<file path="config.mk">
export PLATFORM = sky130hd
export DESIGN_NAME = dramSeq
export DESIGN_NICKNAME = d
export VERILOG_FILES = /design/src/rtl/dram_seq_pkg.sv /design/src/rtl/dramSeqCtrl.sv /design/src/rtl/dramSeqPath.sv /design/src/rtl/dramSeq.sv
export SDC_FILE = /design/constraint.sdc
export NUM_CORES = 1
export LEC_CHECK = 0
export BUFFER_PORTS_ARGS = -buffer_cell sky130_fd_sc_hd__buf_2
export CAP_MARGIN = 20
export CORE_MARGIN = 2
export CORE_UTILIZATION = 55
export CTS_CLUSTER_DIAMETER = 100
export DETAILED_ROUTE_END_ITERATION = 12
export PLACE_DENSITY = 0.8
export SLEW_MARGIN = 20
export SYNTH_ARGS = -nofsm -noshare
export SYNTH_HDL_FRONTEND = slang
export SYNTH_SLANG_ARGS = --single-unit
</file>
<file path="constraint.sdc">
create_clock -name clk -period 3.1 [get_ports clk]
set_input_delay 0.31 -clock clk [delete_from_list [all_inputs] [get_ports clk]]
set_output_delay 0.31 -clock clk [all_outputs]
set_load 0.05 [all_outputs]
</file>
<file path="src/rtl/dram_seq_pkg.sv">
package dram_seq_pkg;

  // Strobes from the control FSM to the datapath
  typedef struct packed {
    logic load;     // latch host request
    logic capture;  // sample memory data-out
    logic selCol;   // drive column byte on the address pins
    logic rasOn;    // row strobe asserted
    logic casOn;    // column strobe asserted
    logic weWin;    // window in which a write may assert WE
  } seqStrobe_t;

  typedef enum logic [2:0] {
    S_WAIT, S_IRAS, S_IPRE, S_IDLE, S_ROW, S_COL, S_GAP, S_PRE
  } seqState_t;

endpackage

</file>
<file path="src/rtl/dramSeqCtrl.sv">
module dramSeqCtrl
  import dram_seq_pkg::*;
#(
  parameter int T_INIT   = 10000,
  parameter int INIT_CYC = 8,
  parameter int T_RCD    = 3,
  parameter int T_RAH    = 2,
  parameter int T_CAS    = 8,
  parameter int T_RASMIN = 15,
  parameter int T_RASMAX = 1000,
  parameter int T_RP     = 10,
  parameter int T_RC     = 27,
  parameter int T_CP     = 6,
  parameter int T_PC     = 15
) (
  input  logic       clk,
  input  logic       rstN,
  input  logic       req,
  input  logic       sameRow,
  output seqStrobe_t strobe,
  output logic       ready
);

  // Effective minimums: a row-low phase long enough for the full cycle time,
  // a column-high gap long enough for the page cycle time
  localparam int RAS_MIN_EFF = (T_RASMIN > T_RC - T_RP) ? T_RASMIN : T_RC - T_RP;
  localparam int CP_EFF      = (T_CP > T_PC - T_CAS) ? T_CP : T_PC - T_CAS;
  localparam int PAGE_LIMIT  = T_RASMAX - CP_EFF - T_CAS;
  localparam int CNT_W       = $clog2(T_INIT + T_RASMAX + 2);
  localparam int INIT_W      = $clog2(INIT_CYC + 1);

  localparam logic [CNT_W-1:0]  C_INIT  = CNT_W'(T_INIT - 1);
  localparam logic [CNT_W-1:0]  C_RASLO = CNT_W'(RAS_MIN_EFF - 1);
  localparam logic [CNT_W-1:0]  C_RP    = CNT_W'(T_RP - 1);
  localparam logic [CNT_W-1:0]  C_RCD   = CNT_W'(T_RCD - 1);
  localparam logic [CNT_W-1:0]  C_RAH   = CNT_W'(T_RAH);
  localparam logic [CNT_W-1:0]  C_CAS   = CNT_W'(T_CAS - 1);
  localparam logic [CNT_W-1:0]  C_CP    = CNT_W'(CP_EFF - 1);
  localparam logic [CNT_W-1:0]  C_LIMIT = CNT_W'(PAGE_LIMIT);
  localparam logic [INIT_W-1:0] C_ICYC  = INIT_W'(INIT_CYC - 1);

  seqState_t         state, nxt;
  logic [CNT_W-1:0]  cnt;
  logic [CNT_W-1:0]  rasCnt;
  logic [INIT_W-1:0] initCnt;
  logic              pageHit, mustClose;

  assign pageHit   = req && sameRow && (rasCnt < C_LIMIT);
  assign mustClose = (req && !sameRow) || (rasCnt >= C_LIMIT);

  always_comb begin
    nxt = state;
    unique case (state)
      S_WAIT: if (cnt == C_INIT) nxt = S_IRAS;
      S_IRAS: if (cnt == C_RASLO) nxt = S_IPRE;
      S_IPRE: if (cnt == C_RP) nxt = (initCnt == C_ICYC) ? S_IDLE : S_IRAS;
      S_IDLE: if (req) nxt = S_ROW;
      S_ROW:  if (cnt == C_RCD) nxt = S_COL;
      S_COL:  if (cnt == C_CAS) nxt = S_GAP;
      S_GAP: begin
        if (pageHit) begin
          if (cnt >= C_CP) nxt = S_COL;
        end else if (mustClose && (rasCnt >= C_RASLO)) begin
          nxt = S_PRE;
        end
      end
      S_PRE:  if (cnt == C_RP) nxt = S_IDLE;
      default: nxt = S_WAIT;
    endcase
  end

  always_ff @(posedge clk or negedge rstN) begin
    if (!rstN) begin
      state   <= S_WAIT;
      cnt     <= '0;
      rasCnt  <= '0;
      initCnt <= '0;
      ready   <= 1'b0;
    end else begin
      state  <= nxt;
      cnt    <= (nxt != state) ? '0 : cnt + 1'b1;
      rasCnt <= (state inside {S_ROW, S_COL, S_GAP}) ? rasCnt + 1'b1 : '0;
      if (state == S_IPRE && nxt != S_IPRE) initCnt <= initCnt + 1'b1;
      ready  <= strobe.capture;
    end
  end

  always_comb begin
    strobe         = '0;
    strobe.rasOn   = state inside {S_IRAS, S_ROW, S_COL, S_GAP};
    strobe.casOn   = (state == S_COL);
    strobe.selCol  = (state == S_COL) || (state == S_GAP) ||
                     (state == S_ROW && cnt >= C_RAH);
    strobe.weWin   = (state == S_COL) || (state == S_ROW && cnt >= C_RAH);
    strobe.capture = (state == S_COL) && (cnt == C_CAS);
    strobe.load    = (state == S_IDLE && req) || (state == S_GAP && nxt == S_COL);
  end

endmodule

</file>
<file path="src/rtl/dramSeqPath.sv">
module dramSeqPath
  import dram_seq_pkg::*;
#(
  parameter int ROW_W = 8
) (
  input  logic               clk,
  input  logic               rstN,
  input  seqStrobe_t         strobe,
  input  logic               reqWrite,
  input  logic [2*ROW_W-1:0] reqAddr,
  input  logic               reqData,
  input  logic               memDout,
  output logic               sameRow,
  output logic               rdData,
  output logic [ROW_W-1:0]   memAddr,
  output logic               memRasN,
  output logic               memCasN,
  output logic               memWeN,
  output logic               memDin
);

  logic [ROW_W-1:0] rowQ, colQ;
  logic             weQ, dataQ, rdQ;

  always_ff @(posedge clk or negedge rstN) begin
    if (!rstN) begin
      rowQ  <= '0;
      colQ  <= '0;
      weQ   <= 1'b0;
      dataQ <= 1'b0;
      rdQ   <= 1'b0;
    end else begin
      if (strobe.load) begin
        rowQ  <= reqAddr[2*ROW_W-1:ROW_W];
        colQ  <= reqAddr[ROW_W-1:0];
        weQ   <= reqWrite;
        dataQ <= reqData;
      end
      if (strobe.capture) rdQ <= memDout;
    end
  end

  assign sameRow = (reqAddr[2*ROW_W-1:ROW_W] == rowQ);
  assign memAddr = strobe.selCol ? colQ : rowQ;
  assign memRasN = ~strobe.rasOn;
  assign memCasN = ~strobe.casOn;
  assign memWeN  = ~(strobe.weWin && weQ);
  assign memDin  = dataQ;
  assign rdData  = rdQ;

endmodule

</file>
<file path="src/rtl/dramSeq.sv">
module dramSeq
  import dram_seq_pkg::*;
#(
  parameter int ROW_W    = 8,
  parameter int T_INIT   = 10000,
  parameter int INIT_CYC = 8,
  parameter int T_RCD    = 3,
  parameter int T_RAH    = 2,
  parameter int T_CAS    = 8,
  parameter int T_RASMIN = 15,
  parameter int T_RASMAX = 1000,
  parameter int T_RP     = 10,
  parameter int T_RC     = 27,
  parameter int T_CP     = 6,
  parameter int T_PC     = 15
) (
  input  logic               clk,
  input  logic               rstN,
  input  logic               req,
  input  logic               reqWrite,
  input  logic [2*ROW_W-1:0] reqAddr,
  input  logic               reqData,
  output logic               ready,
  output logic               rdData,
  output logic [ROW_W-1:0]   memAddr,
  output logic               memRasN,
  output logic               memCasN,
  output logic               memWeN,
  output logic               memDin,
  input  logic               memDout
);

  seqStrobe_t strobe;
  logic       sameRow;

  dramSeqCtrl #(
    .T_INIT(T_INIT), .INIT_CYC(INIT_CYC), .T_RCD(T_RCD), .T_RAH(T_RAH),
    .T_CAS(T_CAS), .T_RASMIN(T_RASMIN), .T_RASMAX(T_RASMAX), .T_RP(T_RP),
    .T_RC(T_RC), .T_CP(T_CP), .T_PC(T_PC)
  ) u_ctrl (
    .clk(clk), .rstN(rstN), .req(req), .sameRow(sameRow),
    .strobe(strobe), .ready(ready)
  );

  dramSeqPath #(.ROW_W(ROW_W)) u_path (
    .clk(clk), .rstN(rstN), .strobe(strobe), .reqWrite(reqWrite),
    .reqAddr(reqAddr), .reqData(reqData), .memDout(memDout),
    .sameRow(sameRow), .rdData(rdData), .memAddr(memAddr),
    .memRasN(memRasN), .memCasN(memCasN), .memWeN(memWeN), .memDin(memDin)
  );

endmodule

</file>
After elaboration in Yosys (flattened, before gate mapping)
Index checks and enable logic that the tools add are counted.

storage, ports and cells
  bits in registers = 55
  input port bits = 22
  output and inout bits = 14
  word-level logic and storage cells = 72

cells by class
  add/subtract/negate cells = 3
  $lt $le $gt $ge = 5
  equal/unequal tests = 17
  muxes and demuxes = 15
  bitwise operators = 3
  reductions and logical operators = 19

operator list
  operator               number
  $mux 3                 10
  $add 14x1->14 const B  2
  $mux 14                2
  $pmux 3 s8             1
  $eq 3x3->1 const B     5
  $eq 14x14->1 const B   1
  $eq 14x2->1 const B    1
  $eq 14x3->1 const B    1
  $eq 14x4->1 const B    1
  $eq 14x5->1 const B    1
  $ge 14x10->1 const B   1
  $ge 14x2->1 const B    1
  $ge 14x3->1 const B    1
  $ge 14x5->1 const B    1
  $lt 14x10->1 const B   1
  $logic_and 1x1->1      10
  $eq 8x8->1             1
  $mux 8                 1
  $eq 3x2->1 const B     2
  $logic_or 1x1->1       5
  $add 4x1->4 const B    1
  $eq 4x3->1 const B     1
  $reduce_bool 4->1      1
  $eq 3x1->1 const B     1
  7 further kinds        9

Longest topological paths before layout
Gate-level depths: netlist of run 1.

  word-level depth = 11
  depth in mapped cells = 9
  mapped depth without buffers = 8

Cells and area by module
A second synthesis of run 1 with hierarchy kept.

unflattened totals
  cell total of the unflattened synthesis = 291
  area, all modules = 3071.7 µm²

modules (own cells, without submodules)
  module       times used  cells each  area each (µm²)  seq. area each (µm²)
  dramSeqCtrl  1           228         2120.8           900.9
  dramSeqPath  1           63          950.9            475.5

Worst setup path after synthesis of run 1
Ideal clock, no wire load.

  path kind = register to output
  start point = register u_ctrl.cnt[8]
  end point = output memAddr[0]
  arrival time = 2171 ps
  data required time = 2790 ps
  path slack = 619 ps
  stages on the path, launching flop included = 6
  path buffers = 0
  path through = dfrtp_1 nor4_4 nand3_1 or4_4 o21bai_4 mux2_2

between the ends
  cells in the longest elaborated chain, start to end = 4

RTL lines
  element                   RTL line           text
  start: declaration        dramSeqCtrl.sv:43  logic [CNT_W-1:0] cnt;
  start signal: assignment  dramSeqCtrl.sv:81  cnt <= (nxt != state) ? '0 : cnt + 1'b1;
  $ge 14x2->1               dramSeqCtrl.sv:93  (state == S_ROW && cnt >= C_RAH);
  $logic_and 1x1->1         dramSeqCtrl.sv:93
  $logic_or 1x1->1          dramSeqCtrl.sv:92  strobe.selCol = (state == S_COL) || (state == S_GAP) ||
  $mux 8                    dramSeqPath.sv:44  assign memAddr = strobe.selCol ? colQ : rowQ;
  end: declaration          dramSeq.sv:25      output logic [ROW_W-1:0] memAddr,

No other way between the ends.

Worst setup path in the final report of run 1
  start point = register u_ctrl.cnt[7]
  end point = output memAddr[1]

The elaborated chain is that of the path after synthesis.

==> metrics.csv, run 1 <==
metric;value;unit
Final Max Slew Viols;0;
antenna cells;0;
multi-input logic area;1590;µm²
crit-path cells;or4_4 -> or4_4 -> o21bai_4 -> mux2_2 -> buf_2;
period utilization;95.9;%
Die Y;78.4;µm
Yosys top cell area share;45.2;%
H-tree levels;2;
crit start category;register;
Mapped Nets;318;
final WL;6010;µm
Worst-path clk slew;0.11;ns
Sequential cell area;1380;µm²
crit path time final;2.97;ns
Critical Path AT;2.66;ns
Num Clock Sinks;55;
die area;6150;µm²
slew at the pin with the worst max-slew slack;0.601;ns
core outline area;5440;µm²
CP max stage delay;0.57;ns
DPL Wire Length;4360;µm
#FFs+latches synth;55;
Post-Syn Instances;287;
GPL Wtd Cong;0.957;
top cells by area, synth;dfrtp_1 45%, mux2_2 10%, xor2_1 5.5%;
asr flop ratio synth;100;%
Initial DRC Count;195;
status;complete, no violations;
deepest clock path buffer count;2;
CTS buffer count;5;
Final ANT Viol Nets;0;
Std-Cell Rows;27;
Wirelength per Cell;15.0;µm
CP Max Fanout;8;
Synth area leader;dfrtp_1;
Fin Setup TNS;0;ns
clk_skew;0.0110;ns
Final Hold Fails;0;
Slew Limit Headroom;59.5;%
Warnings, synthesis;0;
Seq/Total Area, Yosys;45.2;%
Post-synth top cells;55 x dfrtp_1, 28 x mux2_2, 23 x nor2_1;
Leak;0.00157;µW
Pwr Density;878;nW/µm²
DRC;0;
final setup violating endpoints;0;
Synth Cell Area;3050;µm²
share of cells above drive strength 1;26.8;%
GRT Total Usage;20.9;%
top_reg_cell synth;dfrtp_1;
Starting Density;56.0;%
Worst EP required;2.79;ns
Initial DRT Pass Iterations;4;
most frequent CP cell;or4_4;
pin count of the biggest net entering global routing;32;
global-route wire length before repair;10200;µm
design area;3410;µm²
slowest CP cell;or4_4;
total of max-cap violations;0;
Yosys cell types;50;
Mean Syn Cell Area;10.6;µm²
setup repair after global routing missed its margin;no;
HP Class;input pin to register;
Peak VDD IR;0.000680;V
Nets;358;
Worst-Skew Late Latency;0.32;ns
remaining global-route overflow;0;
DR vias;2245;
area grow syn2layout;11.9;%
vias in the first global route;2237;
CP Class;register to output port;
CTS tree;yes;
Post-DP Area;3290;µm²
I/O Buffers;35;
most common cell in the netlist;dfrtp_1;
initial antenna violation count;0;
number of synthesized flops with an enable pin;0;
f_max;0.336;GHz
endpoint class of the critical path;output port;
die width;78.4;µm
FILL cells;434;
DR vias/cell;5.61;
Hold WS;0.213;ns
num ports;36;
clk root buf;clkbuf_8;
-- cell families after synthesis --
group	after synthesis	synth area share, %
mux	29	10.7
simple gates	121	22.6
flops	55	45.2
compound gates	22	5.42
buf+inv	17	2.67
fa+ha+maj	9	3.70
xor+xnor	34	9.78
-- worst max-delay path: cells and delay by family (launching register included) --
family	cells	cell delay, ns
AOI/OAI and AO/OA	1	0.30
buffers and inverters	1	0.21
DFF	1	0.44
muxes	1	0.38
and+or+nand+nor	2	1.02
-- placed cells by master, fill, tap and decap left out, types with 3 or more instances in the layout --
cell type / count
nor4_1: 11
or3_1: 3
mux2_2: 28
dfrtp_1: 55
nand4_1: 6
xor2_1: 19
nand3_1: 12
and3_1: 8
nor3_1: 13
clkbuf_8: 5
xnor2_1: 15
nand2_1: 18
nor2_1: 23
o21ai_0: 5
nand2b_1: 3
ha_1: 9
nor2b_1: 3
buf_2: 35
inv_1: 9
buf_4: 5
and2_1: 3
-- per-layer routing --
layer | global-route usage (%) | up-vias | share of wire (%)
li1 | - | 1103 | -
met1 | 28.0 | 1088 | 45
met2 | 34.6 | 43 | 50
met3 | 3.45 | 11 | 3.9
met4 | 7.72 | 0 | 1.6
met5 | 0 | - | 0
-- stage by stage --
| step | cells | worst slack [ns] | utilization (%) | total power (µW) |
|---|---|---|---|---|
| 3_3_place_gp | 390 | 0.388 | 60.5 | 2560 |
| 6_report | 400 | 0.128 | 62.6 | 2990 |
| 3_5_place_dp | 390 | 0.325 | 60.5 | 2590 |
| 2_1_floorplan | 287 | 0.619 | - | 2270 |
| 5_1_grt | 400 | 0.00295 | 62.6 | 3160 |
| 4_1_cts | 400 | 0.112 | 62.5 | 3010 |
-- final cells by class --
type | count | share of cell area [%]
multi-input combinational | 215 | 46.7
sequential | 55 | 40.4
timing repair buffer | 41 | 6.54
tap | 72 | 2.64
clock buffer | 5 | 2.02
inverter | 9 | 0.992
clock inverter | 3 | 0.661
-- timing repair --
| item | CTS | global route |
|---|---|---|
| hold buffers | 1 | 0 |
| setup endpoints to repair | 8 | 8 |
| setup buffers | 1 | 0 |
| resized for setup | 0 | 1 |
| pin swaps | 1 | 0 |
| endpoints found under the hold margin | 24 | 0 |
-- where the power goes --
| group | internal (µW) | switching (µW) |
|---|---|---|
| Clock | 164 | 251 |
| Combinational | 550 | 939 |
| Sequential | 895 | 192 |
| Total | 1610 | 1380 |
-- final timing paths --
check / start / endpoint / slack, ns / depth (start not counted)
min in group asynchronous: rstN / u_ctrl.rasCnt[0] / 0.51 / 2
max: u_ctrl.cnt[7] / memAddr[1] / 0.13 / 5
max in group asynchronous: rstN / u_ctrl.cnt[12] / 1.79 / 3
min: reqAddr[1] / u_path.colQ[1] / 0.21 / 2
min reg2reg: u_ctrl.initCnt[3] / u_ctrl.initCnt[3] / 0.47 / 1
max reg2reg: u_ctrl.cnt[7] / u_ctrl.cnt[1] / 0.65 / 7
-- state kept, by name (all words and copies together) (netlist names) --
register	cells
u_ctrl.state	3
u_ctrl.rasCnt	14
u_path.weQ	1
u_ctrl.ready	1
u_ctrl.initCnt	4
u_path.memDin	1
u_path.colQ	8
u_ctrl.cnt	14
u_path.rowQ	8
u_path.rdData	1
No activity file was read; power rests on OpenSTA's default activity.
==> run 2: changes to the inputs <==
--- a/config.mk
+++ b/config.mk
@@ -5,6 +5,7 @@
 export SDC_FILE = /design/constraint.sdc
 export NUM_CORES = 1
 export LEC_CHECK = 0
+export ABC_AREA = 1
 export BUFFER_PORTS_ARGS = -buffer_cell sky130_fd_sc_hd__buf_2
 export CAP_MARGIN = 20
 export CORE_MARGIN = 2
==> run 2 against run 1 <==
  * Area after synthesis up 2.1%
  * Clock power grew 18%
  * Clock skew rose by 0.0022 ns
  * Non-clock buffer count fell by 5
  * Worst hold slack worse by 0.17 ns
  * Register-to-register slack gained 0.13 ns
  * Utilization is 0.25 points higher
  * Count of clock-buffer cells in the layout rose by 1
  * Sequential power fell by 5%
  * Final area rose by 1.0%
  * Via count rose by 15%
  * Power decreased by 4.5%
==> metrics.csv, run 2 <==
metric;value;unit;change
Pwr Density;830;nW/µm²;-5.5%
slew at the pin with the worst max-slew slack;0.720;ns;+0.119 ns
crit start category;register;;
die area;6270;µm²;+2.0%
Yosys top cell area share;44.3;%;-0.93 points
GRT Total Usage;21.2;%;+0.32 points
Initial DRT Pass Iterations;4;;unchanged
total power;2860;µW;-4.5%
top cells by area, synth;dfrtp_1 44%, nand2_1 13%, inv_1 6.3%;;
remaining global-route overflow;0;;unchanged
CTS buffer count;5;;unchanged
num ports;36;;unchanged
Warnings, synthesis;0;;unchanged
pin count of the biggest net entering global routing;34;;+6.3%
Slew Limit Headroom;52.0;%;-7.5 points
Die Y;79.2;µm;+0.99%
HP Class;input pin to async pin;;
Regs by FF count;u_ctrl.cnt x14, u_ctrl.rasCnt x14;;
Final Max Slew Viols;0;;unchanged
largest family of logic cells by synthesized area;simple AND/OR/NAND/NOR gates;;
final WL;6010;µm;about the same
global-route wire length before repair;10600;µm;+4.7%
Mean Syn Cell Area;7.75;µm²;-27%
cts repair resizes;0;;unchanged
Final Hold Fails;0;;unchanged
status;complete, no violations;;
Post-Syn Instances;401;;+40%
Starting Density;56.8;%;+0.82 points
Synth area leader;dfrtp_1;;
Num Clock Sinks;55;;unchanged
compound-cell area share of the yosys netlist;7.85;%;+2.4 points
endpoint class of the critical path;output port;;
share of cells above drive strength 1;16.5;%;-10 points
Worst EP required;2.79;ns;about the same
#FFs+latches synth;55;;unchanged
Peak VDD IR;0.000409;V;-40%
vias in the first global route;2544;;+14%
initial antenna violation count;0;;unchanged
Std-Cell Rows;27;;unchanged
CP max stage delay;0.43;ns;-0.14 ns
worst r2r src;u_ctrl.cnt[1];;
asr flop ratio synth;100;%;unchanged
Initial DRC Count;150;;-23%
CP Class;register to output port;;
Wirelength per Cell;11.8;µm;-21%
commonest non-fill, non-tap cells in the layout;105 x nand2_1, 55 x dfrtp_1, 52 x inv_1;;
f_max;0.367;GHz;+9.1%
XOR/XNOR Fraction of Synth Area;4.79;%;-5.0 points
Fin Setup TNS;0;ns;unchanged
adder-cell share of the synthesized area;3.62;%;-0.076 points
antenna cells;0;;unchanged
synthesized-area fraction occupied by and/or/nand/nor cells;30.9;%;+8.3 points
most common cell in the netlist;nand2_1;;
Critical Path AT;2.41;ns;-0.25 ns
top_reg_cell synth;dfrtp_1;;
crit path time final;2.72;ns;-0.248 ns
DPL Wire Length;4580;µm;+5.1%
CP Max Fanout;16;;+8
number of synthesized flops with an enable pin;0;;unchanged
final setup violating endpoints;0;;unchanged
slowest CP cell;dfrtp_1;;
deepest clock path buffer count;2;;unchanged
DRC;0;;unchanged
GPL Wtd Cong;0.900;;-5.9%
die width;79.2;µm;+0.99%
Reg2Reg Setup Slack;0.78;ns;+0.13 ns
Yosys cell types;36;;-28%
Seq/Total Area, Yosys;44.3;%;-0.93 points
period utilization;87.9;%;-8.0 points
crit-path cells;nor2_1 -> nand3_1 -> nor3_2 -> a41o_1 -> nand2_1 -> or2_1 -> o21ai_1 -> buf_2;;
total of max-cap violations;0;;unchanged
clk root buf;clkbuf_8;;
H-tree levels;2;;unchanged
I/O Buffers;35;;unchanged
r2r endpoint;u_path.rowQ[0];;
Worst-path clk slew;0.10;ns;about the same
Nets;467;;+30%
Hold Buf Count CTS;0;;-1
Post-synth top cells;105 x nand2_1, 55 x dfrtp_1, 52 x inv_1;;
DR vias/cell;5.06;;-9.8%
clk_skew;0.0132;ns;+0.00224 ns
Mapped Nets;432;;+36%
Worst-Skew Late Latency;0.31;ns;about the same
setup repair after global routing missed its margin;no;;
Final ANT Viol Nets;0;;unchanged
multiplexer share of the synthesized area;0.362;%;-10 points
buffer count from post-CTS setup fixing;0;;-1
DR vias;2578;;+15%
Synth Cell Area;3110;µm²;+2.1%
Leak;0.00174;µW;+11%
area grow syn2layout;10.7;%;
most common cell after layout, fill and taps aside;nand2_1;;
CTS tree;yes;;
core outline area;5470;µm²;+0.62%
R2R cell count;10;;+3
==> run 2: cell types whose count changed in the layout (fill, tap and decap cells not counted), moves of 13 or more <==
cell	before	now
inv_1	9	52
mux2_2	28	1
nand2_1	18	105
nand3_1	12	30
nor2_1	23	44
nor2_2	0	13
==> run 2: area by class of cell <==
cell class / instances / area (µm²)
tap: 72 / 90.1
fill: 483 / 2030
timing repair buffer: 36 / 183
clock inverter: 2 / 35.0
sequential: 55 / 1380
clock buffer: 6 / 82.6
inverter: 53 / 199
multi-input combinational: 285 / 1480
==> run 2: per-layer routing <==
metal  GRT usage, %  share of wire (%)  vias to the layer above
met5              0                  0                        -
li1               -                  -                     1329
met2           37.9                 51                       38
met3           4.20                3.0                        8
met1           25.9                 45                     1203
met4           6.38                1.4                        0
==> run 2: worst max-delay path by stage <==
stage | start | endpoint | cells past startpoint
6_report | u_ctrl.cnt[11] | memAddr[1] | 8
5_1_grt | u_ctrl.cnt[11] | memAddr[5] | 8
4_1_cts | u_ctrl.cnt[11] | memAddr[1] | 8
3_5_place_dp | u_ctrl.cnt[11] | memAddr[1] | 8
3_3_place_gp | u_ctrl.cnt[11] | memAddr[0] | 8
2_1_floorplan | u_ctrl.state[2] | memAddr[0] | 8
==> run 2: critical path, delay by kind of cell (launching register included) <==
kind | cells | cell delay [ns]
flip-flops | 1 | 0.43
buffers and inverters | 1 | 0.28
AO/OA/AOI/OAI | 2 | 0.41
AND/OR/NAND/NOR | 5 | 0.99
==> run 2: kinds of logic after synthesis <==
group	count (synthesis)
DFF	55
AOI/OAI and AO/OA	41
xor gates and xnor gates	17
muxes	1
adders and majority gates	9
and+or+nand+nor	217
buffers and inverters	61
==> run 2: metrics by stage <==
step                util, %  hold WS [ns]  std cells  setup WS [ns]  instance area [µm²]
floorplan                 -        0.0144        401          0.498                 3110
global placement       60.7         0.407        501          0.810                 3320
detailed placement     60.7         0.408        501          0.710                 3320
CTS                    62.9        0.0713        509          0.355                 3440
global route           62.9         0.109        509          0.162                 3440
finish                 62.9        0.0478        509          0.376                 3440
==> run 2: where the power goes <==
group / internal, µW / leakage (µW) / switching (µW)
logic: 362 / 0.000963 / 963
registers: 898 / 0.000714 / 142
clock network: 262 / 0.0000612 / 230
